--- src/rtl/nor_poll_pkg.sv ---
package nor_poll_pkg;
  typedef enum logic [1:0] {
    OP_PROG  = 2'd0,
    OP_SECT  = 2'd1,
    OP_BLK   = 2'd2,
    OP_CHIP  = 2'd3
  } nor_op_e;

  typedef enum logic [2:0] {
    S_IDLE   = 3'd0,
    S_CMD    = 3'd1,
    S_POLL_A = 3'd2,
    S_POLL_B = 3'd3,
    S_VER_A  = 3'd4,
    S_VER_B  = 3'd5,
    S_DONE   = 3'd6
  } poll_st_e;

  localparam logic [15:0] UNLK_ADDR_HI = 16'h5555;
  localparam logic [15:0] UNLK_ADDR_LO = 16'h2AAA;
  localparam logic [7:0]  CODE_KEY1    = 8'hAA;
  localparam logic [7:0]  CODE_KEY2    = 8'h55;
  localparam logic [7:0]  CODE_PROG    = 8'hA0;
  localparam logic [7:0]  CODE_SECID   = 8'hA5;
  localparam logic [7:0]  CODE_ERASE   = 8'h80;
  localparam logic [7:0]  CODE_SECT    = 8'h30;
  localparam logic [7:0]  CODE_BLK     = 8'h50;
  localparam logic [7:0]  CODE_CHIP    = 8'h10;

  localparam int BIT_TOGGLE = 6;
  localparam int BIT_POLL   = 7;
endpackage

--- src/rtl/nor_cmd_seq.sv ---
module nor_cmd_seq
  import nor_poll_pkg::*;
#(
  parameter int AW = 22,
  parameter int DW = 16,
  parameter int IW = 3
) (
  input  logic [1:0]    op,
  input  logic          secid,
  input  logic [IW-1:0] idx,
  input  logic [AW-1:0] tgt_addr,
  input  logic [DW-1:0] wdata,
  output logic [AW-1:0] cmd_addr,
  output logic [DW-1:0] cmd_data,
  output logic          cmd_last
);
  localparam logic [AW-1:0] A_HI = AW'(UNLK_ADDR_HI);
  localparam logic [AW-1:0] A_LO = AW'(UNLK_ADDR_LO);

  function automatic logic [DW-1:0] code(input logic [7:0] c);
    return DW'(c);
  endfunction

  always_comb begin
    cmd_addr = A_HI;
    cmd_data = code(CODE_KEY1);
    cmd_last = 1'b0;
    if (nor_op_e'(op) == OP_PROG) begin
      case (idx)
        IW'(0): begin cmd_addr = A_HI; cmd_data = code(CODE_KEY1); end
        IW'(1): begin cmd_addr = A_LO; cmd_data = code(CODE_KEY2); end
        IW'(2): begin
          cmd_addr = A_HI;
          cmd_data = secid ? code(CODE_SECID) : code(CODE_PROG);
        end
        default: begin cmd_addr = tgt_addr; cmd_data = wdata; cmd_last = 1'b1; end
      endcase
    end else begin
      case (idx)
        IW'(0): begin cmd_addr = A_HI; cmd_data = code(CODE_KEY1); end
        IW'(1): begin cmd_addr = A_LO; cmd_data = code(CODE_KEY2); end
        IW'(2): begin cmd_addr = A_HI; cmd_data = code(CODE_ERASE); end
        IW'(3): begin cmd_addr = A_HI; cmd_data = code(CODE_KEY1); end
        IW'(4): begin cmd_addr = A_LO; cmd_data = code(CODE_KEY2); end
        default: begin
          cmd_last = 1'b1;
          case (nor_op_e'(op))
            OP_SECT: begin cmd_addr = tgt_addr; cmd_data = code(CODE_SECT); end
            OP_BLK:  begin cmd_addr = tgt_addr; cmd_data = code(CODE_BLK); end
            default: begin cmd_addr = A_HI;     cmd_data = code(CODE_CHIP); end
          endcase
        end
      endcase
    end
  end
endmodule

--- src/rtl/nor_status_eval.sv ---
module nor_status_eval (
  input  logic use_toggle,
  input  logic exp_poll,
  input  logic prev_tog,
  input  logic cur_tog,
  input  logic cur_poll,
  output logic hit
);
  logic settled;
  logic matched;

  assign settled = (prev_tog == cur_tog);
  assign matched = (cur_poll == exp_poll);
  assign hit     = use_toggle ? settled : matched;
endmodule

--- src/rtl/nor_poll_timer.sv ---
module nor_poll_timer #(
  parameter int TW = 16
) (
  input  logic          clk,
  input  logic          rst_n,
  input  logic          clr,
  input  logic          bump,
  input  logic [TW-1:0] limit,
  output logic          last
);
  logic [TW-1:0] cnt_q;

  assign last = ({1'b0, cnt_q} + (TW+1)'(1)) >= {1'b0, limit};

  always_ff @(posedge clk or negedge rst_n) begin
    if (!rst_n)    cnt_q <= '0;
    else if (clr)  cnt_q <= '0;
    else if (bump) cnt_q <= cnt_q + TW'(1);
  end
endmodule

--- src/rtl/nor_wr_poller.sv ---
module nor_wr_poller
  import nor_poll_pkg::*;
#(
  parameter int AW = 22,
  parameter int DW = 16,
  parameter int TW = 16
) (
  input  logic          clk,
  input  logic          rst_n,
  input  logic          req_valid,
  output logic          req_ready,
  input  logic [1:0]    req_op,
  input  logic          req_secid,
  input  logic          req_toggle,
  input  logic [AW-1:0] req_addr,
  input  logic [DW-1:0] req_data,
  input  logic [TW-1:0] cfg_limit,
  output logic          done_valid,
  output logic          done_err,
  output logic          bus_valid,
  output logic          bus_we,
  output logic [AW-1:0] bus_addr,
  output logic [DW-1:0] bus_wdata,
  input  logic          bus_ready,
  input  logic [DW-1:0] bus_rdata
);
  localparam int IW = 3;

  poll_st_e      st_q;
  logic [IW-1:0] idx_q;
  logic [1:0]    op_q;
  logic          sec_q;
  logic          tog_q;
  logic [AW-1:0] tgt_q;
  logic [DW-1:0] wd_q;
  logic          prev_q;
  logic          err_q;

  logic [AW-1:0] cmd_addr;
  logic [DW-1:0] cmd_data;
  logic          cmd_last;
  logic          hit;
  logic          hs;
  logic          exp_poll;
  logic          fail;
  logic          tmr_last;
  logic          start;

  nor_cmd_seq #(.AW(AW), .DW(DW), .IW(IW)) u_seq (
    .op       (op_q),
    .secid    (sec_q),
    .idx      (idx_q),
    .tgt_addr (tgt_q),
    .wdata    (wd_q),
    .cmd_addr (cmd_addr),
    .cmd_data (cmd_data),
    .cmd_last (cmd_last)
  );

  assign exp_poll = (nor_op_e'(op_q) == OP_PROG) ? wd_q[BIT_POLL] : 1'b1;

  nor_status_eval u_eval (
    .use_toggle (tog_q),
    .exp_poll   (exp_poll),
    .prev_tog   (prev_q),
    .cur_tog    (bus_rdata[BIT_TOGGLE]),
    .cur_poll   (bus_rdata[BIT_POLL]),
    .hit        (hit)
  );

  assign req_ready = (st_q == S_IDLE);
  assign start     = req_valid && req_ready;
  assign bus_valid = (st_q == S_CMD) || (st_q == S_POLL_A) || (st_q == S_POLL_B) ||
                     (st_q == S_VER_A) || (st_q == S_VER_B);
  assign bus_we    = (st_q == S_CMD);
  assign bus_addr  = (st_q == S_CMD) ? cmd_addr : tgt_q;
  assign bus_wdata = (st_q == S_CMD) ? cmd_data : '0;
  assign hs        = bus_valid && bus_ready;
  assign done_valid = (st_q == S_DONE);
  assign done_err   = (st_q == S_DONE) && err_q;

  // A check fails on a read that does not show a finished status, except
  // for the first read of a toggle pair, which only sets the reference.
  always_comb begin
    fail = 1'b0;
    if (hs) begin
      case (st_q)
        S_POLL_A: fail = !tog_q && !hit;
        S_POLL_B, S_VER_A, S_VER_B: fail = !hit;
        default: fail = 1'b0;
      endcase
    end
  end

  nor_poll_timer #(.TW(TW)) u_tmr (
    .clk   (clk),
    .rst_n (rst_n),
    .clr   (start),
    .bump  (fail),
    .limit (cfg_limit),
    .last  (tmr_last)
  );

  always_ff @(posedge clk or negedge rst_n) begin
    if (!rst_n) begin
      st_q   <= S_IDLE;
      idx_q  <= '0;
      op_q   <= '0;
      sec_q  <= 1'b0;
      tog_q  <= 1'b0;
      tgt_q  <= '0;
      wd_q   <= '0;
      prev_q <= 1'b0;
      err_q  <= 1'b0;
    end else begin
      case (st_q)
        S_IDLE: begin
          if (start) begin
            st_q  <= S_CMD;
            idx_q <= '0;
            op_q  <= req_op;
            sec_q <= req_secid && (nor_op_e'(req_op) == OP_PROG);
            tog_q <= req_toggle || (req_secid && (nor_op_e'(req_op) == OP_PROG));
            tgt_q <= req_addr;
            wd_q  <= req_data;
            err_q <= 1'b0;
          end
        end
        S_CMD: begin
          if (hs) begin
            if (cmd_last) st_q <= S_POLL_A;
            else          idx_q <= idx_q + IW'(1);
          end
        end
        S_POLL_A, S_POLL_B, S_VER_A, S_VER_B: begin
          if (hs) begin
            prev_q <= bus_rdata[BIT_TOGGLE];
            if (fail) begin
              if (tmr_last) begin
                st_q  <= S_DONE;
                err_q <= 1'b1;
              end else begin
                st_q <= S_POLL_A;
              end
            end else begin
              case (st_q)
                S_POLL_A: st_q <= tog_q ? S_POLL_B : S_VER_A;
                S_POLL_B: st_q <= S_VER_A;
                S_VER_A:  st_q <= S_VER_B;
                default:  st_q <= S_DONE;
              endcase
            end
          end
        end
        default: st_q <= S_IDLE;
      endcase
    end
  end
endmodule

--- config.mk ---
export PLATFORM = sky130hd
export DESIGN_NAME = nor_wr_poller
export DESIGN_NICKNAME = d
export VERILOG_FILES = /design/src/rtl/nor_poll_pkg.sv /design/src/rtl/nor_cmd_seq.sv /design/src/rtl/nor_status_eval.sv /design/src/rtl/nor_poll_timer.sv /design/src/rtl/nor_wr_poller.sv
export SDC_FILE = /design/constraint.sdc
export NUM_CORES = 1
export LEC_CHECK = 0
export BUFFER_PORTS_ARGS = -buffer_cell sky130_fd_sc_hd__buf_2
export CORE_AREA = 2 2 110 112
export DETAILED_ROUTE_END_ITERATION = 6
export DIE_AREA = 0 0 112 114
export PLACE_DENSITY = 0.55
export SLEW_MARGIN = 30
export SYNTH_ARGS = -nofsm -noshare
export SYNTH_HDL_FRONTEND = slang
export SYNTH_SLANG_ARGS = --single-unit
--- constraint.sdc ---
create_clock -name clk -period 7.4 [get_ports clk]
set_clock_uncertainty 0.2 [all_clocks]
set_input_delay 0.37 -clock clk [delete_from_list [all_inputs] [get_ports clk]]
set_output_delay 0.37 -clock clk [all_outputs]
set_load 0.02 [all_outputs]
==> impl_metrics.json <==
{
  "ys_types": 53,
  "fp.coreArea_mm2": 0.0117,
  "cp_max_fo": 9,
  "synth-edff-count": 0,
  "port-buffer-count": 106,
  "slew_violations": 0,
  "dr.pass1.iters": 4,
  "worstSetupPathType": "reg2reg",
  "clock-sinks": 66,
  "cts_resized": 0,
  "place_congestion": 0.852,
  "synth_top_family_by_area": "simple AND/OR/NAND/NOR gates",
  "regToRegSetupSlack_ns": 4.01,
  "ios": 121,
  "dr.first_iter.drc_count": 204,
  "globalRouteTotalUtil": 0.170,
  "cp_slowest_cell": "dfrtp_1",
  "synth_compound_area_frac": 0.130,
  "final_common_cell": "nand2_1",
  "synth-adder-area-share": 0.0748,
  "p_sw_frac": 0.463,
  "power_w": 0.00213,
  "synthToLayoutAreaGrowth_pct": 21.7,
  "start_util": 0.357,
  "ys_seq_area_frac": 0.395,
  "setup_viol": 0,
  "slew_headroom": 0.408,
  "status": "finished, violations left",
  "syn-num-nets": 607,
  "grt_max_degree": 67,
  "gr-total-overflow": 0,
  "max_cap_violations": 0,
  "synth_cells": 504,
  "wirelength_um": 10500,
  "antenna_found_initial": 0,
  "pwr-share-clk": 0.195,
  "synth_area_leaders": "dfrtp_1, nand2_1, ha_1",
  "p_leak_nw": 2.81,
  "rr_endpoint": "st_q[2]",
  "p_comb_frac": 0.531,
  "critPathMaxStageDelay_ns": 0.45,
  "rsz0062_at_grt": "no",
  "required_ns": 7.37,
  "yosys.area_share.simple": 0.261,
  "synth_ff_type": "dfrtp_1",
  "hold_path_class": "in2async",
  "drive_above_1_share": 0.231,
  "cell_internal_pwr_w": 0.00115,
  "syn-cell-area_mm2": 0.00418,
  "yosys_warnings": 0,
  "avgSynthCellArea_um2": 8.30,
  "grt_pass1_vias": 3724,
  "drc": 0,
  "final-hold-violation-count": 66,
  "grt_pass1_wl_um": 17700,
  "clk_pin_slew_ns": 0.06,
  "min_period_ns": 3.39,
  "chipHeight_um": 114,
  "synth-xor-area-share": 0.0314,
  "holdWs_ns": -0.0621,
  "clock-root-buffer": "clkbuf_16",
  "r2r_start": "u_tmr.cnt_q[0]",
  "fin_nets": 704,
  "postLayoutSetupSlackWorst_ns": 4.01,
  "synthArstFlopShare": 1.00,
  "dp_hpwl_um": 7440,
  "power.density_mw_per_mm2": 418,
  "crit_buf_inv": 0,
  "ant_nets": 0,
  "min_period_over_period": 0.458,
  "die-width_um": 112,
  "ys_ff_latch": 66,
  "synth.area.mux_share": 0.0496,
  "max_freq_mhz": 295,
  "yosysTopAreaCellShare": 0.395,
  "synth_top_cell_by_area": "dfrtp_1",
  "numCtsBuffers": 9,
  "path_delay_family": "simple AND/OR/NAND/NOR gates",
  "clock_latency_ns": 0.32,
  "pwr-share-seq": 0.274,
  "tns_ns": 0,
  "pre_cts_ws_ns": 3.98,
  "cp_data_arrival_time_ns": 3.36,
  "ctsHoldBuffers": 0,
  "fp-row-count": 40,
  "clockBufferDepth": 2,
  "p_sw_w": 0.000986,
  "final_cell_mix": "nand2_1, buf_2, dfrtp_1",
  "cp-end-kind": "register",
  "crit_chain": "ha_1, nand3_2, nor4_4, and3_1, xor2_1, ha_1, a21o_1, a21o_1, a211o_1, nor3_1, a21oi_1",
  "n_antenna_cell": 0,
  "h-tree-depth": 3,
  "violations": "hold timing",
  "routedWlPerCell_um": 13.9,
  "worstMarginPinSlew_ns": 0.885,
  "reg2reg_depth": 11,
  "via_per_inst": 4.96,
  "post-cts-setup-buffers": 0,
  "dieArea_mm2": 0.0128,
  "worst_setup_path_start_kind": "register",
  "vias": 3731,
  "cts_tree": "built",
  "max-vdd-ir-drop_v": 0.000292
}
==> cell families after synthesis <==
logic type,after synthesis
flip-flops,66
buffers and inverters,57
AO/OA/AOI/OAI,85
multiplexers,18
adder cells (fa/ha/maj),25
XOR/XNOR,15
AND/OR/NAND/NOR,238
==> final cells by class <==
class                   instances  area [um^2]
fillers                      1203         6620
multi-input cells             381         2290
flip-flops and latches         66         1650
repair buffers                108          549
clock buffers                  10          229
well taps                     147          184
inverters                      35          131
clock inverters                 5         56.3
==> sequential cells by signal (all words and copies together), names as in the netlist <==
register     count
err_q            1
idx_q            3
op_q             2
prev_q           1
sec_q            1
st_q             3
tgt_q           22
tog_q            1
u_tmr.cnt_q     16
wd_q            16
==> worst reg2reg max path, stage by stage, from the launching register on <==
cell and delay (ns):
dfrtp_1 0.45, ha_1 0.28, nand3_2 0.24, nor4_4 0.43, and3_1 0.26, xor2_1 0.18
ha_1 0.26, a21o_1 0.18, a21o_1 0.17, a211o_1 0.30, nor3_1 0.19, a21oi_1 0.09
==> metal layers <==
layer	part of all wire	track usage
met5	0	0
met4	0.022	0.0602
met3	0.050	0.0367
met2	0.47	0.276
met1	0.45	0.226
==> power groups by stage <==
| stage | registers [W] | logic, W | clock network [W] |
|---|---|---|---|
| finish | 0.000584 | 0.00113 | 0.000416 |
| detailed placement | 0.000590 | 0.00114 | 0 |
| global route | 0.000604 | 0.00125 | 0.000447 |
| CTS | 0.000586 | 0.00114 | 0.000425 |
| global placement | 0.000583 | 0.00113 | 0 |
| floorplan | 0.000552 | 0.000838 | 0 |
==> cell usage after synthesis, types with 3 or more instances <==
| cell | count |
|---|---|
| nor3_1 | 10 |
| o21ai_0 | 11 |
| nand3_1 | 19 |
| a22o_1 | 3 |
| a211oi_1 | 4 |
| nor4_1 | 3 |
| buf_2 | 12 |
| a31oi_1 | 5 |
| nor2_1 | 12 |
| and2_1 | 17 |
| clkbuf_1 | 7 |
| and3_1 | 4 |
| nand4_1 | 6 |
| xor2_1 | 9 |
| nand2_1 | 149 |
| a21oi_1 | 21 |
| o21ai_1 | 16 |
| ha_1 | 25 |
| dfrtp_1 | 66 |
| mux2i_1 | 11 |
| xnor2_1 | 6 |
| nor2b_1 | 4 |
| inv_1 | 33 |
| a21o_1 | 11 |
| mux2_4 | 5 |
==> per-stage QoR <==
| step | cells | area [um^2] | hold WS (ns) | utilization |
|---|---|---|---|---|
| 3_3_place_gp | 737 | 4800 | 0.249 | 0.410 |
| 6_report | 752 | 5090 | -0.0621 | 0.435 |
| 5_1_grt | 752 | 5090 | 0.00146 | 0.435 |
| 4_1_cts | 752 | 5090 | 0.0252 | 0.435 |
| 3_5_place_dp | 737 | 4800 | 0.254 | 0.410 |
| 2_1_floorplan | 504 | 4180 | -0.126 | - |
==> worst max-delay path by stage <==
stage                        start       to  slack (ns)  cells after the start
finish              u_tmr.cnt_q[0]  st_q[2]        4.01                     11
global route        u_tmr.cnt_q[0]    err_q        3.74                     11
CTS                 u_tmr.cnt_q[0]  st_q[2]        3.96                     11
detailed placement  u_tmr.cnt_q[0]  st_q[2]        3.98                     11
global placement    u_tmr.cnt_q[0]  st_q[2]        4.09                     11
floorplan           u_tmr.cnt_q[0]    err_q        4.41                     11
No activity file was read; power rests on OpenSTA's default activity.
